$ cat config.mk
export PLATFORM = sky130hd
export DESIGN_NAME = ds3_ais_idle_det
export DESIGN_NICKNAME = d
export VERILOG_FILES = /design/src/rtl/ds3_ais_idle_det.sv
export SDC_FILE = /design/constraint.sdc
export NUM_CORES = 1
export LEC_CHECK = 0
export BUFFER_PORTS_ARGS = -buffer_cell sky130_fd_sc_hd__buf_2
export CORE_ASPECT_RATIO = 1.1
export CORE_MARGIN = 2
export CORE_UTILIZATION = 55
export CTS_CLUSTER_SIZE = 40
export DETAILED_ROUTE_END_ITERATION = 10
export PLACE_DENSITY = 0.72
export SYNTH_ARGS = -nofsm -noshare
export SYNTH_HDL_FRONTEND = slang
export SYNTH_SLANG_ARGS = --single-unit
$ cat constraint.sdc
create_clock -name clk -period 3 [get_ports clk]
set_input_delay 0.3 -clock clk [delete_from_list [all_inputs] [get_ports clk]]
set_output_delay 0.3 -clock clk [all_outputs]
set_load 0.02 [all_outputs]
$ cat src/rtl/ds3_ais_idle_det.sv
module ds3_ais_idle_det #(
  parameter int MISS_MAX = 7,
  parameter int THR_BASE = 10
) (
  input  logic       clk,
  input  logic       rst_n,
  input  logic       bit_in,
  input  logic       bit_vld,
  input  logic       frm_start,
  input  logic       cbit_mode,
  input  logic [2:0] thr_sel,
  output logic       frm_done,
  output logic       ais_frm,
  output logic       idle_frm,
  output logic       ais_det,
  output logic       idle_det
);
  localparam int CNT_W = $clog2(MISS_MAX + 2);
  localparam int INT_W = $clog2(THR_BASE + 8 + 1);
  localparam logic [CNT_W-1:0] MISS_LIM = CNT_W'(MISS_MAX + 1);

  logic [2:0] sub_q, blk_q, s, b;
  logic [6:0] off_q, o, k;
  logic ais_bad_q, idle_bad_q, par_q, pref_q;
  logic [CNT_W-1:0] ais_cnt_q, idle_cnt_q, ais_cnt_b, idle_cnt_b, ais_cnt_n, idle_cnt_n;
  logic ais_bad_n, idle_bad_n, par_n;
  logic [1:0] pres;
  logic [INT_W-1:0] thr;

  assign s = frm_start ? 3'd0 : sub_q;
  assign b = frm_start ? 3'd0 : blk_q;
  assign o = frm_start ? 7'd0 : off_q;
  assign k = o - 7'd1;

  wire first = (s == 3'd0) && (b == 3'd0) && (o == 7'd0);
  wire last  = (s == 3'd6) && (b == 3'd7) && (o == 7'd84);
  wire oh    = (o == 7'd0);
  wire x_pos = oh && (b == 3'd0) && (s <= 3'd1);
  wire p_pos = oh && (b == 3'd0) && ((s == 3'd2) || (s == 3'd3));
  wire m_pos = oh && (b == 3'd0) && (s >= 3'd4);
  wire f_pos = oh && b[0];
  wire c_pos = oh && !b[0] && (b != 3'd0);

  wire fm_bad = (m_pos && (bit_in != (s == 3'd5))) ||
                (f_pos && (bit_in != ((b == 3'd1) || (b == 3'd7))));
  wire ais_oh_bad  = fm_bad || (x_pos && !bit_in) || ((p_pos || c_pos) && bit_in);
  wire idle_oh_bad = fm_bad || (x_pos && !bit_in) || (p_pos && (bit_in != pref_q)) ||
                     (cbit_mode && c_pos && (s == 3'd2) && bit_in);
  wire ais_miss  = !oh && (bit_in != o[0]);
  wire idle_miss = !oh && (bit_in != !k[1]);

  assign ais_bad_n  = (!first && ais_bad_q)  || ais_oh_bad;
  assign idle_bad_n = (!first && idle_bad_q) || idle_oh_bad;
  assign ais_cnt_b  = first ? '0 : ais_cnt_q;
  assign idle_cnt_b = first ? '0 : idle_cnt_q;
  assign ais_cnt_n  = (ais_miss  && ais_cnt_b  != MISS_LIM) ? ais_cnt_b  + 1'b1 : ais_cnt_b;
  assign idle_cnt_n = (idle_miss && idle_cnt_b != MISS_LIM) ? idle_cnt_b + 1'b1 : idle_cnt_b;
  assign par_n = (!first && par_q) ^ (!oh && bit_in);
  assign pres[0] = !ais_bad_n  && (ais_cnt_n  != MISS_LIM);
  assign pres[1] = !idle_bad_n && (idle_cnt_n != MISS_LIM);
  assign thr = INT_W'(THR_BASE) + INT_W'(thr_sel);

  wire frame_end = bit_vld && last;

  always_ff @(posedge clk or negedge rst_n) begin
    if (!rst_n) begin
      sub_q <= '0; blk_q <= '0; off_q <= '0;
      ais_bad_q <= 1'b0; idle_bad_q <= 1'b0;
      ais_cnt_q <= '0; idle_cnt_q <= '0;
      par_q <= 1'b0; pref_q <= 1'b0;
      frm_done <= 1'b0; ais_frm <= 1'b0; idle_frm <= 1'b0;
    end else begin
      frm_done <= frame_end;
      ais_frm  <= frame_end && pres[0];
      idle_frm <= frame_end && pres[1];
      if (bit_vld) begin
        off_q <= (o == 7'd84) ? 7'd0 : o + 7'd1;
        blk_q <= (o == 7'd84) ? b + 3'd1 : b;
        sub_q <= ((o == 7'd84) && (b == 3'd7)) ? ((s == 3'd6) ? 3'd0 : s + 3'd1) : s;
        ais_bad_q  <= ais_bad_n;
        idle_bad_q <= idle_bad_n;
        ais_cnt_q  <= ais_cnt_n;
        idle_cnt_q <= idle_cnt_n;
        par_q <= par_n;
        if (last) pref_q <= par_n;
      end
    end
  end

  logic [INT_W-1:0] act_q [2];
  logic [INT_W-1:0] abs_q [2];
  logic [1:0] det_q;

  for (genvar g = 0; g < 2; g++) begin : g_integ
    always_ff @(posedge clk or negedge rst_n) begin
      if (!rst_n) begin
        act_q[g] <= '0; abs_q[g] <= '0; det_q[g] <= 1'b0;
      end else if (frame_end) begin
        if (pres[g]) begin
          abs_q[g] <= '0;
          if (act_q[g] + 1'b1 >= thr) begin
            act_q[g] <= thr;
            det_q[g] <= 1'b1;
          end else begin
            act_q[g] <= act_q[g] + 1'b1;
          end
        end else if (abs_q[g] + 1'b1 >= thr) begin
          act_q[g] <= '0; abs_q[g] <= '0; det_q[g] <= 1'b0;
        end else begin
          abs_q[g] <= abs_q[g] + 1'b1;
        end
      end
    end
  end

  assign ais_det  = det_q[0];
  assign idle_det = det_q[1];
endmodule


**Yosys cells after proc, flatten, opt, wreduce, memory -nomap -nowiden**

Index checks and enable logic that the tools add are counted.

- Output and inout port bits: 5
- Register bits: 50
- Input bits: 9

- Add/sub/neg operators: 11
- Muxes and demuxes: 27
- Reductions and logical operators: 61
- Bitwise operators: 1
- Equal/unequal tests: 18
- $lt $le $gt $ge: 6

Operators with widths:

| kind | count |
|---|---|
| 2-to-1 mux 5 bit | 10 |
| logical AND 1 bit | 33 |
| adder 5 x 1 -> 5 bit, second input constant | 4 |
| greater-or-equal comparator 5 bit | 4 |
| 2-to-1 mux 4 bit | 4 |
| != test 4 bit, second input constant | 4 |
| 2-to-1 mux 3 bit | 5 |
| 2-to-1 mux 7 bit | 2 |
| logical OR 1 bit | 10 |
| equality test 3 bit, second input constant | 3 |
| adder 4 x 1 -> 4 bit, second input constant | 2 |
| adder 7 x 1 -> 7 bit, second input constant | 1 |
| equality test 7 bit, second input constant | 1 |
| zero test 1 bit | 7 |
| zero test 7 bit | 1 |
| adder 3 x 1 -> 3 bit, second input constant | 2 |
| equality test 3 x 2 -> 1 bit, second input constant | 2 |
| zero test 3 bit | 2 |
| 2-to-1 mux 1 bit | 6 |
| AND reduction 2 bit | 3 |
| AND reduction 3 bit | 2 |
| adder 4 x 3 -> 5 bit, first input constant | 1 |
| != test 1 bit | 5 |
| != test 2 x 1 -> 1 bit, second input constant | 2 |
| 7 further kinds | 8 |

**Depth between registers and ports, before layout**

Gate-level depths: netlist of run 1.

- Word-level depth: 14
- Depth in mapped cells: 12
- Mapped depth without buffers: 9

**Worst setup path after synthesis of run 1**

No wires, ideal clock.

- Path type: input port to flip-flop
- From: in frm_start
- To: reg abs_q[5] in the netlist's numbering
- Slack: 0.484 ns
- Cell stages on the path: 9
- Library setup time: 0.125 ns
- Arrival: 2.391 ns
- Cells stage by stage: buf_6 clkbuf_1 nand2b_1 ha_1 or3b_4 o41ai_4 nand2b_4 a211oi_2 mux2_2

- Cells in the longest elaborated chain, start to end: 12
- Elaborated cells on any way between the ends: 56

RTL lines:

| item | line | text |
|---|---|---|
| start: declaration | 9 | `input logic frm_start,` |
| parallel branches: the longest is 12 deep, another holds adder 4 x 1 -> 4 bit | n/a |  |
| end signal: indexed assignment | 110 | `abs_q[g] <= abs_q[g] + 1'b1;` |
| end: declaration | 91 | `logic [INT_W-1:0] abs_q [2];` |

Several ways; the timed one is not identified.
A chain may end at the register's enable or synchronous reset.

**Worst setup path in the final report of run 1**

- From: reg off_q[0]
- To: reg act_q[2] in the netlist's numbering

- Cells in the longest elaborated chain, start to end: 14
- Elaborated cells on any way between the ends: 43

RTL lines:

| item | line | text |
|---|---|---|
| start: declaration | 23 | `logic [6:0] off_q, o, k;` |
| start signal: assignment | 77 | `off_q <= (o == 7'd84) ? 7'd0 : o + 7'd1;` |
| 2-to-1 mux 7 bit (*) | 32 | `assign o = frm_start ? 7'd0 : off_q;` |
| parallel branches: the longest is 13 deep, another holds adder 4 x 1 -> 4 bit | n/a |  |
| end signal: indexed assignment | 102 | `act_q[g] <= thr;` |
| end signal: indexed assignment | 105 | `act_q[g] <= act_q[g] + 1'b1;` |
| end: declaration | 90 | `logic [INT_W-1:0] act_q [2];` |

Every way passes the cells marked *.

==> results of run 1 <==
==> per-stage QoR <==
step | hold WS, ps | power [mW] | instance area [um2] | util | worst slack [ps]
3_3_place_gp | 344 | 1.16 | 3750 | 0.601 | 434
2_1_floorplan | 4.41 | 1.06 | 3570 | - | 484
4_1_cts | 272 | 1.67 | 3870 | 0.621 | 509
6_report | 276 | 1.66 | 3870 | 0.621 | 490
5_1_grt | 299 | 1.76 | 3870 | 0.621 | 237
3_5_place_dp | 352 | 1.17 | 3750 | 0.601 | 374
==> area by class of cell <==
type	instances	area, um2	share of cell area
Clock buffer	5	68.8	0.0178
Clock inverter	3	45.0	0.0116
Inverter	15	56.3	0.0145
Multi-Input combinational cell	305	2190	0.566
Sequential cell	50	1250	0.323
Tap cell	80	100	0.0259
Timing Repair Buffer	25	158	0.0407
==> cells by family (layout without fill, tap and decap cells) <==
kind of cell	Yosys count	count (layout)
compound gates	115	115
xor+xnor	17	17
fa+ha+maj	32	32
buf+inv	30	48
flops	50	50
mux	13	13
simple gates	128	128
==> synth_stat cells (4+ instances only) <==
master     instances
o211ai_1           4
nor2b_1            4
a21oi_1           18
a22o_1             5
o31ai_1            7
inv_1             14
nand2_1           48
clkbuf_1           7
xor2_1             6
xnor2_1           11
o21ai_0           36
nor2_1            15
nand2b_1          11
nand3_1           15
mux2_2             4
dfrtp_1           50
a21o_1             6
mux2i_1            9
and3_1             5
ha_1              32
a31oi_1            5
nor3_1             5
o2bb2ai_1          5
==> metal layers <==
layer  global-route usage  part of all wire  vias up
met4               0.0709             0.014        0
met3               0.0398             0.029        9
met5                    0                 0        -
met1                0.315              0.47     1434
li1                     -                 -     1462
met2                0.400              0.48       42
==> power groups by stage <==
stage	clock (mW)	combinational [mW]	sequential (mW)
CTS	0.509	0.392	0.771
finish	0.497	0.391	0.772
global placement	0	0.377	0.781
global route	0.537	0.441	0.782
detailed placement	0	0.390	0.783
floorplan	0	0.296	0.768
==> flip-flops by register name, summed over array words and instances, names as in the netlist <==
register,count
abs_q,10
act_q,10
ais_bad_q,1
ais_cnt_q,4
ais_det,1
ais_frm,1
blk_q,3
frm_done,1
idle_bad_q,1
idle_cnt_q,4
idle_det,1
idle_frm,1
off_q,7
par_q,1
pref_q,1
sub_q,3
==> cells in the final DEF, fill, tap and decap left out, types with 3 or more instances in the layout <==
cell,Yosys,layout
a211o_1,3,3
a211oi_1,3,3
a21o_1,6,6
a21oi_1,18,18
a22o_1,5,5
a31oi_1,5,5
and3_1,5,5
buf_2,3,13
buf_4,2,11
clkbuf_8,0,5
dfrtp_1,50,50
ha_1,32,32
inv_1,14,14
mux2_2,4,4
mux2i_1,9,9
nand2_1,48,48
nand2b_1,11,11
nand3_1,15,15
nand4_1,3,3
nor2_1,15,15
nor2b_1,4,4
nor3_1,5,5
nor3b_1,3,3
nor4_1,3,3
o211ai_1,4,4
o21ai_0,36,36
o2bb2ai_1,5,5
o31ai_1,7,7
xnor2_1,11,11
xor2_1,6,6
==> worst reg2reg max path, stage by stage, from the launching register on <==
cell and delay [ps]:
dfrtp_1 430, nand2b_4 90, ha_1 180, or3b_4 450
o21ai_2 240, o211ai_1 420, and3_1 340, a211o_1 250
==> worst max-delay path by stage <==
| stage | slack (ps) | endpoint | from | depth (start not counted) |
|---|---|---|---|---|
| after CTS | 510 | act_q[2] | off_q[0] | 7 |
| after global routing | 240 | abs_q[2] | idle_cnt_q[0] | 5 |
| after floorplan | 480 | abs_q[5] | frm_start | 9 |
| after detailed placement | 370 | act_q[3] | frm_start | 8 |
| final | 490 | act_q[2] | off_q[0] | 7 |
| after global placement | 430 | act_q[4] | frm_start | 8 |
==> impl_results.md, run 1 <==
* Status: finished clean
* Sw power at about 0.55 mW
* TNS Setup at 0 ps
* Pwr Density at 429 mW/mm2
* Root Driver: clkbuf_8
* First-pass GRT wire length at ~13 mm
* Main combinational cell family by area after synthesis: compound AO/OA/AOI/OAI gates
* Row count at 30
* Clk Latency, worst-skew pair at between 300 and 400 ps
* Number of global-route vias before repair at 2813
* Post-CTS Hold Fix Bufs at 1
* Synth Flop Type: dfrtp_1
* RR Startpoint: off_q[0]
* Crit-path slowest cell: or3b_4
* RSZ-0062 raised after global routing: false
* TritonCTS Buffers at 5
* Clk pwr share at 0.299
* WP data required at around 3200 ps
* Worst Path Buf+Inv at 0
* Io pins at 14
* Fin cells at slightly below 500
* Fill cell count at around 530
* Synth Area in Simple Gates at 0.193
* Yosys top cell area share at 0.350
* Sequential fraction of the synthesis area at 0.350
* Crit path max fanout at 12
* Max-Cap Viols at 0
* TritonRoute pass-1 iters at 4
* Multiplexer area fraction after synthesis at 0.0378
* TritonCTS clock tree: built
* Synth Register Bits at 50
* TritonCTS Sinks at 50
* Seq pwr share at 0.465
* Gr usage total at 0.238
* Fraction of registers with async set or reset after synthesis at 1.00
* Worst-path cell chain: nand2b_4 -> ha_1 -> or3b_4 -> o21ai_2 -> o211ai_1 -> and3_1 -> a211o_1
* GRT overflow at 0
* Hold Crit Class: primary input to register
* R2R Path End: act_q[2]
* Synth Area in Compound Gates at 0.228
* Routed WL at approximately 7.6 mm
* Antenna diode count at 0
* CTS clock-pin slew for the worst setup and hold paths at 100 ps
* Syn_area_per_cell at 9.28 um2
* Die width at just over 80 um
* Crit Path Class: register to register
* Critical hold path startpoint: frm_start
* WL per Instance at around 16 um
* Relative max-transition margin at 0.359
* Slowest cell delay on critical path at between 400 and 500 ps
* Distinct cells, synth at 64
* Minimum clock period after layout at approximately 2500 ps
* Die area at ~0.007 mm2
* ANT nets after route at 0
* Core Region at slightly above 0.006 mm2
* Starting Density at 0.574
* Port bufs at 13
* Final period util at 0.837
* Reg2reg setup slack at 490 ps
* Final setup vio count at 0
* Netlist Area Pre-Place at 0.00357 mm2
* Largest net degree at the start of global routing at 28
* Final HPWL DP at about 5.6 mm
* Leakage at ~1.8 nW
* DR iter-0 viols at 119
* Internal at about 1.1 mW
* Share of cells above drive strength 1 at 0.134
* Post-Syn Nets at ~430
* Worst vdd ir at roughly 0.29 mV
* H-tree depth at 2
* Tightest Pin Transition at about 960 ps
* Post-Synth Adder-Cell Area at 0.112
* CTS resizes at 0
* Initial antenna violation count at 0
* Worst hold endpoint: sub_q[1]
* Combinational share of power at 0.236
* Synth Area in XOR/XNOR at 0.0417
* Clock tree buffer depth at 2
* Via/cell ratio at a little over 6
* Clk_skew at about 12 ps
* FMAX at 398 MHz
* Final max-slew violation count at 0
* Top delay family on crit path: compound AO/OA/AOI/OAI gates
* Area grow syn2layout at 8.26%
* Switching Fraction at 0.329
* Worst Hold Depth at 2
* Residual DRC count at 0
* Post-Synthesis Cells at 385
* Worst-case reg-to-reg path depth at 7
* CP Data Arrival Time at 2720 ps
* Nets at roughly 440
* Ys Warns at 0
* Post-CTS setup buffers at 0
* Die height at 88.6 um
* Top cells by area, synth: dfrtp_1 35%, ha_1 11%, o21ai_0 5.0%, nand2_1 5.0%, xnor2_1 2.7%
* GP Congestion at around 0.8
* Startpoint Class: register
* Cell count after placement at roughly 470
* DR vias at 2947
* Number of synthesized flops with an enable pin at 0
* Cell taking the most area after synthesis: dfrtp_1
* Final count of hold timing violations at 0
* Crit. End Element: register
(Power assumes the default switching activity.)
==> run 2, diff against run 1 <==
==> constraint.sdc (replaced) <==
create_clock -name clk -period 2.42 [get_ports clk]
set_input_delay 0.242 -clock clk [delete_from_list [all_inputs] [get_ports clk]]
set_output_delay 0.242 -clock clk [all_outputs]
set_load 0.02 [all_outputs]
==> impl_results.md, run 2 (synthesis gave the netlist of run 1 again) <==
* Status: finished clean (unchanged)
* Nets at 456 (was 443)
* GP Congestion at 0.880 (was 0.809)
* Crit. End Element: register (unchanged)
* Critical hold path startpoint: frm_start (unchanged)
* Met3 wire len at 230 um (was 219 um)
* Via/cell ratio at 5.93 (was 6.10)
* Core Region at 0.00623 mm2 (unchanged)
* Dpl cell area at 0.00384 mm2 (was 0.00375 mm2)
* Worst-path cell chain: nand2b_4 -> ha_1 -> or3b_4 -> o21ai_4 -> buf_4 -> o211ai_1 -> buf_4 -> and3_1 -> a211o_1 (was nand2b_4 -> ha_1 -> or3b_4 -> o21ai_2 -> o211ai_1 -> and3_1 -> a211o_1)
* Worst vdd ir at 0.349 mV (was 0.287 mV)
* Design area at 0.00401 mm2 (was 0.00387 mm2)
* Startpoint Class: register (unchanged)
* Max-Cap Viols at 0 (unchanged)
* Crit path max fanout at 12 (unchanged)
* Most frequent cells in the layout: 50 x dfrtp_1, 48 x nand2_1, 36 x o21ai_0 (unchanged)
* Starting Density at 0.574 (unchanged)
* Worst-case reg-to-reg path depth at 9 (was 7)
* ANT nets after route at 0 (unchanged)
* TritonCTS Sinks at 50 (unchanged)
* TritonCTS Buffers at 5 (unchanged)
* First-pass GRT wire length at 13.4 mm (was 13.3 mm)
* RR Startpoint: off_q[0] (unchanged)
* Worst hold endpoint: blk_q[0] (was sub_q[1])
* Io pins at 14 (unchanged)
* Port bufs at 13 (unchanged)
* Sequential cell area at 0.00125 mm2 (unchanged)
* Crit Path Class: register to register (unchanged)
* CP Data Arrival Time at 2530 ps (was 2720 ps)
* Largest net degree at the start of global routing at 29 (was 28)
* Worst hold slack at 149 ps (was 276 ps)
* Final setup vio count at 0 (unchanged)
* TritonCTS clock tree: built (unchanged)
* Die width at 80.9 um (unchanged)
* Share of cells above drive strength 1 at 0.168 (was 0.134)
* Top delay family on crit path: simple AND/OR/NAND/NOR gates (was compound AO/OA/AOI/OAI gates)
* Routed wl met2 at 3.98 mm (was 3.70 mm)
* Reg2reg setup slack at 90 ps (was 490 ps)
* Clk Latency, worst-skew pair at 320 ps (about the same)
* Metal-1 WL at 3.79 mm (was 3.62 mm)
* Number of global-route vias before repair at 2799 (was 2813)
* Gr usage total at 0.241 (was 0.238)
* Worst Path Buf+Inv at 2 (was 0)
* Most used cell, CP: buf_4
* Fill cell count at 521 (was 528)
* Final HPWL DP at 5.76 mm (was 5.59 mm)
* Antenna diode count at 0 (unchanged)
* Crit-path slowest cell: or3b_4 (unchanged)
* WL per Instance at 16.4 um (was 15.8 um)
* Worst Hold Depth at 2 (unchanged)
* Initial antenna violation count at 0 (unchanged)
* Root Driver: clkbuf_8 (unchanged)
* DR vias at 2942 (was 2947)
* TritonRoute pass-1 iters at 4 (unchanged)
* Top Metal Used: met4 (unchanged)
* Tightest Pin Transition at 675 ps (was 957 ps)
* Largest regs: abs_q x10, act_q x10, off_q x7 (unchanged)
* WP data required at 2620 ps (was 3210 ps)
* Residual DRC count at 0 (unchanged)
* Pwr Total at 2.14 mW (was 1.66 mW)
* Row count at 30 (unchanged)
* R2R Path End: act_q[2] (unchanged)
* Pwr Density at 535 mW/mm2 (was 429 mW/mm2)
* Final period util at 0.961 (was 0.837)
* DR iter-0 viols at 127 (was 119)
* Slowest cell delay on critical path at 460 ps (was 450 ps)
* Minimum clock period after layout at 2330 ps (was 2510 ps)
* Routed WL at 8.12 mm (was 7.65 mm)
* Final count of hold timing violations at 0 (unchanged)
* Die height at 88.6 um (unchanged)
* Leakage at 1.91 nW (was 1.84 nW)
* Multi-input logic area at 0.00223 mm2 (was 0.00219 mm2)
* Clk_skew at 14.3 ps (was 11.7 ps)
* Area grow syn2layout at 12.0% (was 8.26%)
* Hold Crit Class: primary input to register (unchanged)
* Die area at 0.00716 mm2 (unchanged)
* Most common cell after layout, fill and taps aside: dfrtp_1 (unchanged)
* GRT overflow at 0 (unchanged)
* Final max-slew violation count at 0 (unchanged)
* Clock tree buffer depth at 2 (unchanged)
* CTS clock-pin slew for the worst setup and hold paths at 100 ps (about the same)
* H-tree depth at 2 (unchanged)
* Relative max-transition margin at 0.550 (was 0.359)
* FMAX at 430 MHz (was 398 MHz)
run 2: area by class of cell:
| cell class | instances | share of cell area |
|---|---|---|
| timing repair buffer | 38 | 0.0637 |
| clock inverter | 3 | 0.0109 |
| multi-input combinational | 305 | 0.557 |
| tap | 80 | 0.0250 |
| clock buffer | 5 | 0.0172 |
| sequential | 50 | 0.312 |
| inverter | 15 | 0.0141 |
run 2: how the worst max path moves through the flow:
stage               from        to  slack [ps]  depth (start not counted)
6_report        off_q[0]  act_q[2]          90                          9
5_1_grt         act_q[1]  act_q[2]          -2                          9
4_1_cts         off_q[0]  act_q[2]          80                          9
3_5_place_dp    act_q[1]  act_q[4]          10                          8
3_3_place_gp    act_q[1]  act_q[2]          80                          9
2_1_floorplan  frm_start  abs_q[5]          60                         10
run 2: what timing repair did:
| item | in CTS | in global routing |
|---|---|---|
| hold buffers | 1 | 0 |
| resized for setup | 1 | 4 |
| endpoints found under the setup margin | 1 | 6 |
| pin swaps | 0 | 3 |
| endpoints found under the hold margin | 26 | 0 |
| buffers inserted | 0 | 1 |
run 2: power breakdown:
group / switching (mW) / leakage (nW) / internal [mW]
combinational: 0.324 / 1.18 / 0.228
sequential: 0.0729 / 0.677 / 0.886
clock: 0.319 / 0.0585 / 0.311
run 2: through the flow:
step                setup slack, ps  std cells   util  setup TNS, ps
finish                         94.4        496  0.643              0
global route                  -1.85        496  0.643          -1.85
CTS                            78.9        495  0.638              0
detailed placement             12.1        486  0.616              0
global placement               77.0        486  0.616              0
floorplan                      59.3        385      -              0
run 2: routing by layer:
layer,track usage,up-vias
met5,0,-
met2,0.423,50
met1,0.312,1399
met3,0.0337,9
met4,0.0632,0
li1,-,1484
run 2: worst reg2reg max path: cells and delay by family, from the launching register on:
kind                     cells  cell delay (ps)
AO/OA/AOI/OAI                3              560
adder cells (fa/ha/maj)      1              170
buffers and inverters        2              330
flip-flops                   1              420
AND/OR/NAND/NOR              3              740
==> run 3, diff against run 2 <==
--- a/config.mk
+++ b/config.mk
@@ -8,10 +8,10 @@
 export BUFFER_PORTS_ARGS = -buffer_cell sky130_fd_sc_hd__buf_2
 export CORE_ASPECT_RATIO = 1.1
 export CORE_MARGIN = 2
-export CORE_UTILIZATION = 55
+export CORE_UTILIZATION = 60
 export CTS_CLUSTER_SIZE = 40
 export DETAILED_ROUTE_END_ITERATION = 10
-export PLACE_DENSITY = 0.72
+export PLACE_DENSITY = 0.78
 export SYNTH_ARGS = -nofsm -noshare
 export SYNTH_HDL_FRONTEND = slang
 export SYNTH_SLANG_ARGS = --single-unit
==> constraint.sdc (replaced) <==
create_clock -name clk -period 2.4 [get_ports clk]
set_input_delay 0.24 -clock clk [delete_from_list [all_inputs] [get_ports clk]]
set_output_delay 0.24 -clock clk [all_outputs]
set_load 0.02 [all_outputs]
==> impl_results.md, run 3 (synthesis gave the netlist of run 1 again) <==
* Crit. End Element: register (unchanged)
* Area grow syn2layout at 12.4% (was 12.0%)
* Gr usage total at 0.257 (was 0.241)
* Seq pwr share at 0.452 (was 0.448)
* Failing checks: setup timing
* Switching Fraction at 0.323 (was 0.334)
* FMAX at 413 MHz (was 430 MHz)
* Starting Density at 0.620 (was 0.574)
* Residual DRC count at 0 (unchanged)
* Antenna diode count at 0 (unchanged)
* WP data required at 2580 ps (was 2620 ps)
* Post-route setup slack at -19.9 ps (was 94.4 ps)
* TNS Setup at -33.7 ps (was 0 ps)
* Status: finished with violations (was finished clean)
* Die area at 0.00659 mm2 (was 0.00716 mm2)
* TritonRoute pass-1 iters at 4 (unchanged)
* WL per Instance at 16.5 um (was 16.4 um)
* Largest net degree at the start of global routing at 25 (was 29)
* Worst hold slack at 171 ps (was 149 ps)
* Clk pwr share at 0.282 (was 0.294)
* Final setup vio count at 2 (was 0)
* Internal at 1.44 mW (was 1.43 mW)
* Core Region at 0.00577 mm2 (was 0.00623 mm2)
* Startpoint Class: register (unchanged)
* GRT overflow at 0 (unchanged)
* Sw power at 0.689 mW (was 0.715 mW)
* Max-Cap Viols at 0 (unchanged)
* Fill cell count at 453 (was 521)
* Routed WL at 8.17 mm (was 8.12 mm)
* Share of cells above drive strength 1 at 0.170 (was 0.168)
* Final count of hold timing violations at 0 (unchanged)
* Dpl cell area at 0.00384 mm2 (about the same)
* Die width at 77.6 um (was 80.9 um)
* Die height at 85.0 um (was 88.6 um)
* Row count at 29 (was 30)
* H-tree depth at 2 (unchanged)
* Pre-CTS setup slack at 1.39 ps (was 12.1 ps)
* Fin cells at 494 (was 496)
* DR iter-0 viols at 154 (was 127)
* Initial antenna violation count at 0 (unchanged)
* Port bufs at 13 (unchanged)
* DR vias at 3050 (was 2942)
* Final core occ at 0.696 (was 0.643)
* Most frequent cells in the layout: 50 x dfrtp_1, 48 x nand2_1, 36 x o21ai_0 (unchanged)
* Hold Crit Class: primary input to register (unchanged)
* Reg2reg setup slack at -20 ps (was 90 ps)
* First-pass GRT wire length at 13.9 mm (was 13.4 mm)
* Clock tree buffer depth at 2 (unchanged)
* Via/cell ratio at 6.17 (was 5.93)
* Cell count after placement at 483 (was 486)
* TritonCTS Buffers at 5 (unchanged)
* Pwr Total at 2.13 mW (was 2.14 mW)
* Crit Path Class: register to register (unchanged)
* Io pins at 14 (unchanged)
* ANT nets after route at 0 (unchanged)
* TritonCTS clock tree: built (unchanged)
* Root Driver: clkbuf_8 (unchanged)
* CTS clock-pin slew for the worst setup and hold paths at 100 ps (about the same)
* Relative max-transition margin at 0.504 (was 0.550)
* Clk Latency, worst-skew pair at 310 ps (was 320 ps)
* Most common cell after layout, fill and taps aside: dfrtp_1 (unchanged)
* Leakage at 1.92 nW (was 1.91 nW)
* Largest regs: abs_q x10, act_q x10, off_q x7 (unchanged)
* Final period util at 1.01 (was 0.961)
* Tightest Pin Transition at 732 ps (was 675 ps)
* Design area at 0.00402 mm2 (was 0.00401 mm2)
* CP Data Arrival Time at 2600 ps (was 2530 ps)
* Pwr Density at 531 mW/mm2 (was 535 mW/mm2)
* Nets at 457 (was 456)
* TritonCTS Sinks at 50 (unchanged)
* Clk_skew at 13.3 ps (was 14.3 ps)
* Combinational share of power at 0.266 (was 0.258)
* Minimum clock period after layout at 2420 ps (was 2330 ps)
* Crit path max fanout at 10 (was 12)
* GP Congestion at 0.868 (was 0.880)
* Number of global-route vias before repair at 3045 (was 2799)
* Final HPWL DP at 5.88 mm (was 5.76 mm)
* Final max-slew violation count at 0 (unchanged)
* Worst vdd ir at 0.372 mV (was 0.349 mV)
## run 3: cell count changes in the layout (fill, tap and decap cells not counted)
cell,before,now
nor3_4,0,1
buf_2,13,14
nor3_2,1,0
ha_1,31,30
clkbuf_1,0,2
o31ai_4,1,0
inv_6,1,0
ha_4,0,1
nor4_2,0,1
o31ai_2,0,1
nor4_1,3,2
clkinv_2,1,0
## run 3: cell type report
type	count	area (um2)	area share
timing repair buffer	39	260	0.0648
clock buffer	7	76.3	0.0190
clock inverter	1	30.0	0.00748
sequential	50	1250	0.312
inverter	15	56.3	0.0140
tap	77	96.3	0.0240
multi-input combinational	305	2250	0.559
## run 3: worst paths after layout
kind,start,end,cells past startpoint
worst min register to register,par_q,par_q,1
worst max register to register,sub_q[1],act_q[3],6
min in group asynchronous,rst_n,abs_q[4],2
max in group asynchronous,rst_n,idle_cnt_q[0],3
worst min-delay path,frm_start,blk_q[0],2
worst max-delay path,sub_q[1],act_q[3],6
## run 3: metal layers
layer  vias to the layer above  GRT usage  routed length [um]
met5                         -          0                   0
met4                         0     0.0731                  82
met3                         8     0.0394                 278
met2                        58      0.466                4230
met1                      1504      0.314                3580
li1                       1480          -                   -
## run 3: power groups by stage
stage          logic, mW  clock network [mW]  registers (mW)
6_report           0.568               0.601           0.964
2_1_floorplan      0.370                   0           0.960
4_1_cts            0.538               0.608           0.964
5_1_grt            0.631               0.640           0.977
3_3_place_gp       0.515                   0           0.975
3_5_place_dp       0.532                   0           0.980
## run 3: critical path, stage by stage (launching register included)
cell and delay, ps:
dfrtp_1 520, nor4b_1 580, nand4_1 170, mux2_2 310, a31oi_4 370, nor4_1 100
a211o_1 240
## run 3: what timing repair did
item                                   4_1_cts  5_1_grt
setup buffers                                0        1
endpoints found under the hold margin       22        0
setup endpoints to repair                    0       14
hold buffers                                 1        0
resized for setup                            0       10
